[src/rtl/mcs_pkg.sv]
`timescale 1ns/100ps
// Package: shared constants of the machine cycle sequencer.
// Assumes state numbering starts at S1 = 0 and phase P1 = 0.
package mcs_pkg;
    localparam int unsigned MC_STATES = 6;
    localparam int unsigned MC_PHASES = 2;
    localparam int unsigned BUS_W     = 8;

    // State indices used by the strobe windows.
    localparam int unsigned ST_1 = 0;
    localparam int unsigned ST_2 = 1;
    localparam int unsigned ST_3 = 2;
    localparam int unsigned ST_4 = 3;
    localparam int unsigned ST_5 = 4;
    localparam int unsigned ST_6 = 5;

    // Fetch-side controls passed from the strobe generator to the bus mux.
    typedef struct packed {
        logic addr_stb;
        logic rd_win;
    } fetch_ctl_t;
endpackage

[src/rtl/mcs_tick_counter.sv]
`timescale 1ns/100ps
// Module: state/phase counter. Counts phases within a state and states
// within a machine cycle. Assumes NPH >= 2 and NST >= 6.
module mcs_tick_counter #(
    parameter int unsigned NST = mcs_pkg::MC_STATES,
    parameter int unsigned NPH = mcs_pkg::MC_PHASES,
    localparam int unsigned SW = $clog2(NST),
    localparam int unsigned PW = (NPH > 1) ? $clog2(NPH) : 1
) (
    input  logic          clk,
    input  logic          rst_n,
    output logic [SW-1:0] st_o,
    output logic [PW-1:0] ph_o
);
    localparam logic [SW-1:0] ST_LAST = SW'(NST - 1);
    localparam logic [PW-1:0] PH_LAST = PW'(NPH - 1);

    logic [SW-1:0] st_q;
    logic [PW-1:0] ph_q;

    // Advance the phase every clock, and the state at the last phase.
    always_ff @(posedge clk) begin
        if (!rst_n) begin
            st_q <= '0;
            ph_q <= '0;
        end else if (ph_q == PH_LAST) begin
            ph_q <= '0;
            st_q <= (st_q == ST_LAST) ? '0 : st_q + SW'(1);
        end else begin
            ph_q <= ph_q + PW'(1);
        end
    end

    assign st_o = st_q;
    assign ph_o = ph_q;

    AST_CYCLE_WRAP: assert property (@(posedge clk) disable iff (!rst_n)
        (st_q == ST_LAST && ph_q == PH_LAST) |=> (st_q == '0 && ph_q == '0));
    AST_PHASE_STEP: assert property (@(posedge clk) disable iff (!rst_n)
        (ph_q != PH_LAST) |=> (ph_q == $past(ph_q) + PW'(1) && $stable(st_q)));
    AST_STATE_RANGE: assert property (@(posedge clk) disable iff (!rst_n)
        (st_q <= ST_LAST));
endmodule

[src/rtl/mcs_fetch_seq.sv]
`timescale 1ns/100ps
// Module: program fetch strobe generator. Derives the fetch address strobe
// windows, the read window (including the S1 tail that continues an S6
// read) and the opcode-invalid flag. Assumes state/phase come from
// mcs_tick_counter and that a hold request suppresses all fetch strobes.
module mcs_fetch_seq #(
    parameter int unsigned NST = mcs_pkg::MC_STATES,
    parameter int unsigned NPH = mcs_pkg::MC_PHASES,
    localparam int unsigned SW = $clog2(NST),
    localparam int unsigned PW = (NPH > 1) ? $clog2(NPH) : 1
) (
    input  logic               clk,
    input  logic               rst_n,
    input  logic [SW-1:0]      st_i,
    input  logic [PW-1:0]      ph_i,
    input  logic               ext_en_i,
    input  logic               hold_i,
    output mcs_pkg::fetch_ctl_t ctl_o,
    output logic               op_bad_o
);
    import mcs_pkg::*;

    localparam logic [SW-1:0] S1 = SW'(ST_1);
    localparam logic [SW-1:0] S2 = SW'(ST_2);
    localparam logic [SW-1:0] S3 = SW'(ST_3);
    localparam logic [SW-1:0] S4 = SW'(ST_4);
    localparam logic [SW-1:0] S5 = SW'(ST_5);
    localparam logic [SW-1:0] S6 = SW'(ST_6);
    localparam logic [PW-1:0] PH_LAST = PW'(NPH - 1);

    logic ph_first, ph_last, fetch_on, stb_tick, rd_tick;
    logic tail_q, susp_q;

    // Decode the phase positions of the fetch strobe windows.
    always_comb begin
        ph_first = (ph_i == '0);
        ph_last  = (ph_i == PH_LAST);
        fetch_on = ext_en_i & ~hold_i;
        stb_tick = (st_i == S1 && ph_last) || (st_i == S2 && ph_first) ||
                   (st_i == S4 && ph_last) || (st_i == S5 && ph_first);
        rd_tick  = (st_i == S3) || (st_i == S4) || (st_i == S6) ||
                   (st_i == S1 && tail_q);
    end

    // Remember whether the S6 read window was active so that S1 continues it.
    always_ff @(posedge clk) begin
        if (!rst_n)
            tail_q <= 1'b0;
        else if (st_i == S6 && ph_last)
            tail_q <= fetch_on;
    end

    // Collect any hold request seen during S6 for the next opcode sample.
    always_ff @(posedge clk) begin
        if (!rst_n)
            susp_q <= 1'b0;
        else if (st_i == S6 && ph_first)
            susp_q <= hold_i;
        else if (st_i == S6)
            susp_q <= susp_q | hold_i;
    end

    assign ctl_o.addr_stb = fetch_on & stb_tick;
    assign ctl_o.rd_win   = fetch_on & rd_tick;
    assign op_bad_o       = (st_i == S1) && ph_first && (susp_q | hold_i);

    AST_TAIL_FROM_S6: assert property (@(posedge clk) disable iff (!rst_n)
        $rose(tail_q) |-> ($past(st_i) == S6));
    AST_TAIL_CLEARED_BY_HOLD: assert property (@(posedge clk) disable iff (!rst_n)
        (st_i == S6 && ph_last && hold_i) |=> !tail_q);
endmodule

[src/rtl/mcs_port_mux.sv]
`timescale 1ns/100ps
// Module: bus byte multiplexer. Selects what the low and high bus bytes
// carry (fetch address, data-side values, or port latches) and their drive
// enables. Assumes the hold request gives the data side priority over fetch.
module mcs_port_mux #(
    parameter int unsigned DW = mcs_pkg::BUS_W,
    localparam int unsigned AW = 2 * DW
) (
    input  logic                rst_n,
    input  mcs_pkg::fetch_ctl_t ctl_i,
    input  logic                ext_en_i,
    input  logic                hold_i,
    input  logic [AW-1:0]       fetch_addr_i,
    input  logic [DW-1:0]       xd_lo_i,
    input  logic                xd_lo_oe_i,
    input  logic [DW-1:0]       xd_hi_i,
    input  logic [DW-1:0]       lat_lo_i,
    input  logic [DW-1:0]       lat_hi_i,
    output logic [DW-1:0]       lo_o,
    output logic                lo_oe_o,
    output logic [DW-1:0]       hi_o,
    output logic                hi_oe_o,
    output logic                lat_lo_ones_o
);
    // Low byte: data side, then fetch address, then fetch read, then latch.
    always_comb begin
        lo_o          = lat_lo_i;
        lo_oe_o       = 1'b1;
        lat_lo_ones_o = 1'b0;
        if (!rst_n) begin
            lo_oe_o = 1'b0;
        end else if (hold_i) begin
            lo_o          = xd_lo_i;
            lo_oe_o       = xd_lo_oe_i;
            lat_lo_ones_o = 1'b1;
        end else if (ctl_i.addr_stb) begin
            lo_o          = fetch_addr_i[DW-1:0];
            lat_lo_ones_o = 1'b1;
        end else if (ctl_i.rd_win) begin
            lo_oe_o       = 1'b0;
            lat_lo_ones_o = 1'b1;
        end
    end

    // High byte: data side, then fetch address, then latch.
    always_comb begin
        hi_o    = lat_hi_i;
        hi_oe_o = 1'b1;
        if (!rst_n)
            hi_oe_o = 1'b0;
        else if (hold_i)
            hi_o = xd_hi_i;
        else if (ext_en_i)
            hi_o = fetch_addr_i[AW-1:DW];
    end

    // A released low byte while running always belongs to a bus transfer.
    always_comb begin
        AST_LATCH_SET_WHEN_FLOATING: assert (!rst_n || lo_oe_o || lat_lo_ones_o);
    end
endmodule

[src/rtl/mcs_cycle_seq.sv]
`timescale 1ns/100ps
// Module: machine cycle and bus timing sequencer (top). Combines the
// state/phase counter, the fetch strobe generator and the bus mux, and
// merges fetch and data-side address strobe requests. Assumes a
// synchronous active-low reset and one phase per clock.
module mcs_cycle_seq #(
    parameter int unsigned NST = mcs_pkg::MC_STATES,
    parameter int unsigned NPH = mcs_pkg::MC_PHASES,
    parameter int unsigned DW  = mcs_pkg::BUS_W,
    localparam int unsigned SW = $clog2(NST),
    localparam int unsigned PW = (NPH > 1) ? $clog2(NPH) : 1,
    localparam int unsigned AW = 2 * DW
) (
    input  logic          clk,
    input  logic          rst_n,
    input  logic          ext_prog_n_i,
    input  logic          xdata_req_i,
    input  logic          xdata_strb_i,
    input  logic [AW-1:0] fetch_addr_i,
    input  logic [DW-1:0] xd_lo_i,
    input  logic          xd_lo_oe_i,
    input  logic [DW-1:0] xd_hi_i,
    input  logic [DW-1:0] lat_lo_i,
    input  logic [DW-1:0] lat_hi_i,
    output logic [SW-1:0] state_o,
    output logic          ph2_o,
    output logic          op_samp_o,
    output logic          arg_samp_o,
    output logic          op_bad_o,
    output logic          strb_o,
    output logic          strb_oe_o,
    output logic          pfrd_n_o,
    output logic [DW-1:0] lo_bus_o,
    output logic          lo_bus_oe_o,
    output logic [DW-1:0] hi_bus_o,
    output logic          hi_bus_oe_o,
    output logic          lat_lo_ones_o
);
    import mcs_pkg::*;

    localparam logic [SW-1:0] S1 = SW'(ST_1);
    localparam logic [SW-1:0] S4 = SW'(ST_4);
    localparam logic [PW-1:0] PH_LAST = PW'(NPH - 1);

    logic [SW-1:0] st;
    logic [PW-1:0] ph;
    logic          ext_en;
    fetch_ctl_t    fctl;

    assign ext_en = ~ext_prog_n_i;

    mcs_tick_counter #(.NST(NST), .NPH(NPH)) u_cnt (
        .clk   (clk),
        .rst_n (rst_n),
        .st_o  (st),
        .ph_o  (ph)
    );

    mcs_fetch_seq #(.NST(NST), .NPH(NPH)) u_fetch (
        .clk      (clk),
        .rst_n    (rst_n),
        .st_i     (st),
        .ph_i     (ph),
        .ext_en_i (ext_en),
        .hold_i   (xdata_req_i),
        .ctl_o    (fctl),
        .op_bad_o (op_bad_o)
    );

    mcs_port_mux #(.DW(DW)) u_mux (
        .rst_n         (rst_n),
        .ctl_i         (fctl),
        .ext_en_i      (ext_en),
        .hold_i        (xdata_req_i),
        .fetch_addr_i  (fetch_addr_i),
        .xd_lo_i       (xd_lo_i),
        .xd_lo_oe_i    (xd_lo_oe_i),
        .xd_hi_i       (xd_hi_i),
        .lat_lo_i      (lat_lo_i),
        .lat_hi_i      (lat_hi_i),
        .lo_o          (lo_bus_o),
        .lo_oe_o       (lo_bus_oe_o),
        .hi_o          (hi_bus_o),
        .hi_oe_o       (hi_bus_oe_o),
        .lat_lo_ones_o (lat_lo_ones_o)
    );

    // Indicators for the rest of the core.
    always_comb begin
        state_o    = st;
        ph2_o      = (ph == PH_LAST);
        op_samp_o  = (st == S1) && (ph == '0);
        arg_samp_o = (st == S4) && (ph == '0);
    end

    // External strobes: OR of both requesters, released in reset.
    always_comb begin
        strb_o    = fctl.addr_stb | xdata_strb_i;
        strb_oe_o = rst_n;
        pfrd_n_o  = ~(fctl.rd_win & rst_n);
    end

    AST_PH2_TOGGLES: assert property (@(posedge clk) disable iff (!rst_n)
        1'b1 |=> (ph2_o != $past(ph2_o)));
    AST_OPSAMP_SINGLE: assert property (@(posedge clk) disable iff (!rst_n)
        op_samp_o |=> !op_samp_o);
    AST_REQ_BLOCKS_READ: assert property (@(posedge clk) disable iff (!rst_n)
        xdata_req_i |-> pfrd_n_o);
    AST_STRB_FOLLOWS_DATA: assert property (@(posedge clk) disable iff (!rst_n)
        xdata_strb_i |-> strb_o);
    AST_BAD_AT_OPSAMP: assert property (@(posedge clk) disable iff (!rst_n)
        op_bad_o |-> op_samp_o);

    // All drivers released while reset is asserted.
    always_comb begin
        AST_FLOAT_IN_RESET: assert (rst_n || (!strb_oe_o && !lo_bus_oe_o &&
                                    !hi_bus_oe_o && pfrd_n_o));
    end
endmodule

[config.mk]
export PLATFORM = sky130hd
export DESIGN_NAME = mcs_cycle_seq
export DESIGN_NICKNAME = d
export VERILOG_FILES = /design/src/rtl/mcs_pkg.sv /design/src/rtl/mcs_tick_counter.sv /design/src/rtl/mcs_fetch_seq.sv /design/src/rtl/mcs_port_mux.sv /design/src/rtl/mcs_cycle_seq.sv
export SDC_FILE = /design/constraint.sdc
export NUM_CORES = 1
export LEC_CHECK = 0
export CORE_ASPECT_RATIO = 1.4
export CORE_MARGIN = 1.5
export CORE_UTILIZATION = 32
export CTS_BUF_LIST = sky130_fd_sc_hd__clkbuf_8 sky130_fd_sc_hd__clkbuf_16
export DETAILED_ROUTE_END_ITERATION = 7
export PLACE_DENSITY = 0.86
export REMOVE_ABC_BUFFERS = 1
export SKIP_CTS_REPAIR_TIMING = 1
export SLEW_MARGIN = 20
export SYNTH_ARGS = -nofsm -noshare
export SYNTH_HDL_FRONTEND = slang
export SYNTH_HIERARCHICAL = 1
export SYNTH_SLANG_ARGS = --single-unit
[constraint.sdc]
create_clock -name clk -period 4.9 [get_ports clk]
set_input_delay 1.47 -clock clk [delete_from_list [all_inputs] [get_ports clk]]
set_output_delay 1.47 -clock clk [all_outputs]
set_load 0.05 [all_outputs]
==> summary.md <==
| Metric | Value |
|---|---|
| Outcome | complete, no violations |
| Layout cell share with drive strength beyond 1 | 0.182 |
| TritonCTS clock tree | built |
| Clock Latency Late Sink | 220 ps |
| Initial antenna violation count | 0 |
| R2R cell count | 3 |
| PortBufs | 82 |
| Critical Path Source Type | input port |
| DP Wirelength | 2650 µm |
| Max Cap Viol | 0 |
| Initial Utilization | 0.345 |
| Die ar. | 2990 µm² |
| Antenna diodes | 0 |
| Post-synthesis sequential area ratio | 0.141 |
| Floorplan core area | 2470 µm² |
| Row Count | 21 |
| Synth unique cells | 39 |
| DR DRC count | 0 |
| Width of the die | 46.6 µm |
| CP max stage cell | clkdlybuf4s50_1 |
| Worst Skew | 2.62 ps |
| Clock sinks | 6 |
| First-pass GRT wire length | 5400 µm |
| Core Util, Final | 0.743 |
| Top cells by count, synth | 35 x inv_1, 18 x nor2b_1, 15 x a222oi_1 |
| Critical-path cell list | clkdlybuf4s50_1 > nand2b_1 > a21oi_1 > buf_4 > o21ai_2 > a222oi_1 > buf_12 |
| Placed Area | 1770 µm² |
| H-tree depth | 1 |
| Clk root buf | clkbuf_8 |
| GP Congestion | 0.755 |
| Peak supply drop | 219 µV |
| #FFs+latches synth | 6 |
| Layout Cells excl Fill | 237 |
| Largest net degree at the start of global routing | 17 |
| Final hold viol count | 0 |
| IO Pins | 83 |
| Antenna viol nets, final | 0 |
| Hold_ws | 465 ps |
| Crit path arrival time | 3300 ps |
| Final Cell Area | 1830 µm² |
| LEAKAGE | 0.857 nW |
| Vias in the first global route | 1291 |
| Worst-path clk slew | 40 ps |
| Pwr Density | 191 nW/µm² |
| Critical path type | in2out |
| Critical Path Fanout Max | 12 |
| Worst-Margin Slew | 669 ps |
| Die Ht | 64.1 µm |
| Yosys warning count | 6 |
| Drt pass-1 iters | 7 |
| WL/cell | 14.3 µm |
| Share of synthesized registers carrying an async set or reset | 0 |
| GRT Total Usage | 0.239 |
| Syn Area/Cell | 7.04 µm² |
| Synthesized instance count | 121 |
| Initial DRC count | 88 |
| Num CTS Buffers | 3 |
| Max Slew Vio Count | 0 |
| Count leader, synth | inv_1 |
| Hold WC Path Type | reg2reg |
| Finish-stage setup viols | 0 |
| Yosys top cell by area | a222oi_1 |
| Crit path largest cell delay | 480 ps |
| Post-Route WL | 3380 µm |
| Main flop type after synthesis | dfxtp_1 |
| RSZ-0062 raised after global routing | no |
| Fin crit share | 0.974 |
| Area Growth Syn to Fin | 115% |
| Vias after detailed routing | 1231 |
| Post-synth EDFFs | 0 |
| Via density | 5.19 |
| Dpl cells | 234 |
| Fmax | 210 MHz |
| Fillers | 201 |
| Ranking of synthesized cells by area | a222oi_1 18%, inv_1 15%, dfxtp_1 14% |
| Nets | 259 |
| Post-Syn Area | 852 µm² |
| Crit end category | output pin |
| Clock buffer depth | 2 |
| Worst hold path cell count | 2 |
| Slew headroom | 0.552 |
| Post-layout min period | 4770 ps |
| Global route total overflow | 0 |
| Synth top area share | 0.176 |
| Setup TNS | 0 ps |
| Req. time, crit path | 3430 ps |
## cells by family (layout without fill, tap and decap cells)
logic type | count (synthesis) | in the layout | share of synthesized area
AOI/OAI and AO/OA | 31 | 31 | 0.304
xor gates and xnor gates | 2 | 2 | 0.0206
buffers and inverters | 43 | 125 | 0.219
DFF | 6 | 6 | 0.141
and+or+nand+nor | 39 | 39 | 0.316
## final timing paths
check	end	from	slack, ps
max	lo_bus_o[4]	xdata_req_i	130
min	u_fetch/tail_q$_SDFFE_PN0P_	u_fetch/tail_q$_SDFFE_PN0P_	470
max reg2reg	u_fetch/susp_q$_SDFFE_PN0P_	u_cnt/st_o[0]$_SDFFE_PN0P_	3640
min reg2reg	u_fetch/tail_q$_SDFFE_PN0P_	u_fetch/tail_q$_SDFFE_PN0P_	470
## routing by layer
layer | wire (µm) | GRT usage
met5 | 0 | 0
met4 | 36 | 0.0729
met3 | 242 | 0.0508
met2 | 1950 | 0.460
met1 | 1150 | 0.234
## per-stage QoR
stage / total power [W] / setup slack [ps]
global placement: 0.000270 / 129
detailed placement: 0.000275 / 21.6
CTS: 0.000349 / 20.4
global route: 0.000366 / 53.7
finish: 0.000350 / 128
floorplan: 0.000161 / -143
## cell type report
type                    count  area (µm²)  share of cell area
repair buffers             86         943               0.514
inverters                  36         135              0.0737
flip-flops and latches      6         120              0.0655
clock buffers               3        41.3              0.0225
multi-input cells          72         552               0.301
well taps                  34        42.5              0.0232
## power breakdown
| group | switching [W] | internal (W) |
|---|---|---|
| clock network | 0.0000195 | 0.0000526 |
| registers | 0.00000806 | 0.0000512 |
| logic | 0.000112 | 0.000107 |
## cell usage in the layout, fill, tap and decap left out, types with 2 or more instances in the layout
| master | netlist | layout |
|---|---|---|
| nand2_1 | 2 | 2 |
| and4bb_1 | 2 | 2 |
| clkdlybuf4s50_1 | 0 | 59 |
| nor2b_1 | 18 | 17 |
| inv_1 | 35 | 35 |
| a21oi_1 | 2 | 2 |
| nor2_1 | 2 | 2 |
| a222oi_1 | 15 | 15 |
| clkbuf_8 | 0 | 3 |
| dfxtp_1 | 6 | 6 |
| buf_4 | 2 | 16 |
| a221oi_1 | 2 | 2 |
| o21a_1 | 3 | 3 |
| a21boi_0 | 2 | 2 |
| buf_12 | 0 | 10 |
## critical path: cells and delay by family
| kind | cells | cell delay [ps] |
|---|---|---|
| buffers and inverters | 3 | 870 |
| and+or+nand+nor | 1 | 240 |
| AOI/OAI and AO/OA | 3 | 720 |
## sequential cells by signal, indices dropped and copies added, names as in the netlist
name and flops:
u_cnt/st_o 3, u_cnt/ph_o 1, u_fetch/susp_q 1, u_fetch/tail_q 1
No activity file was read; power rests on OpenSTA's default activity.
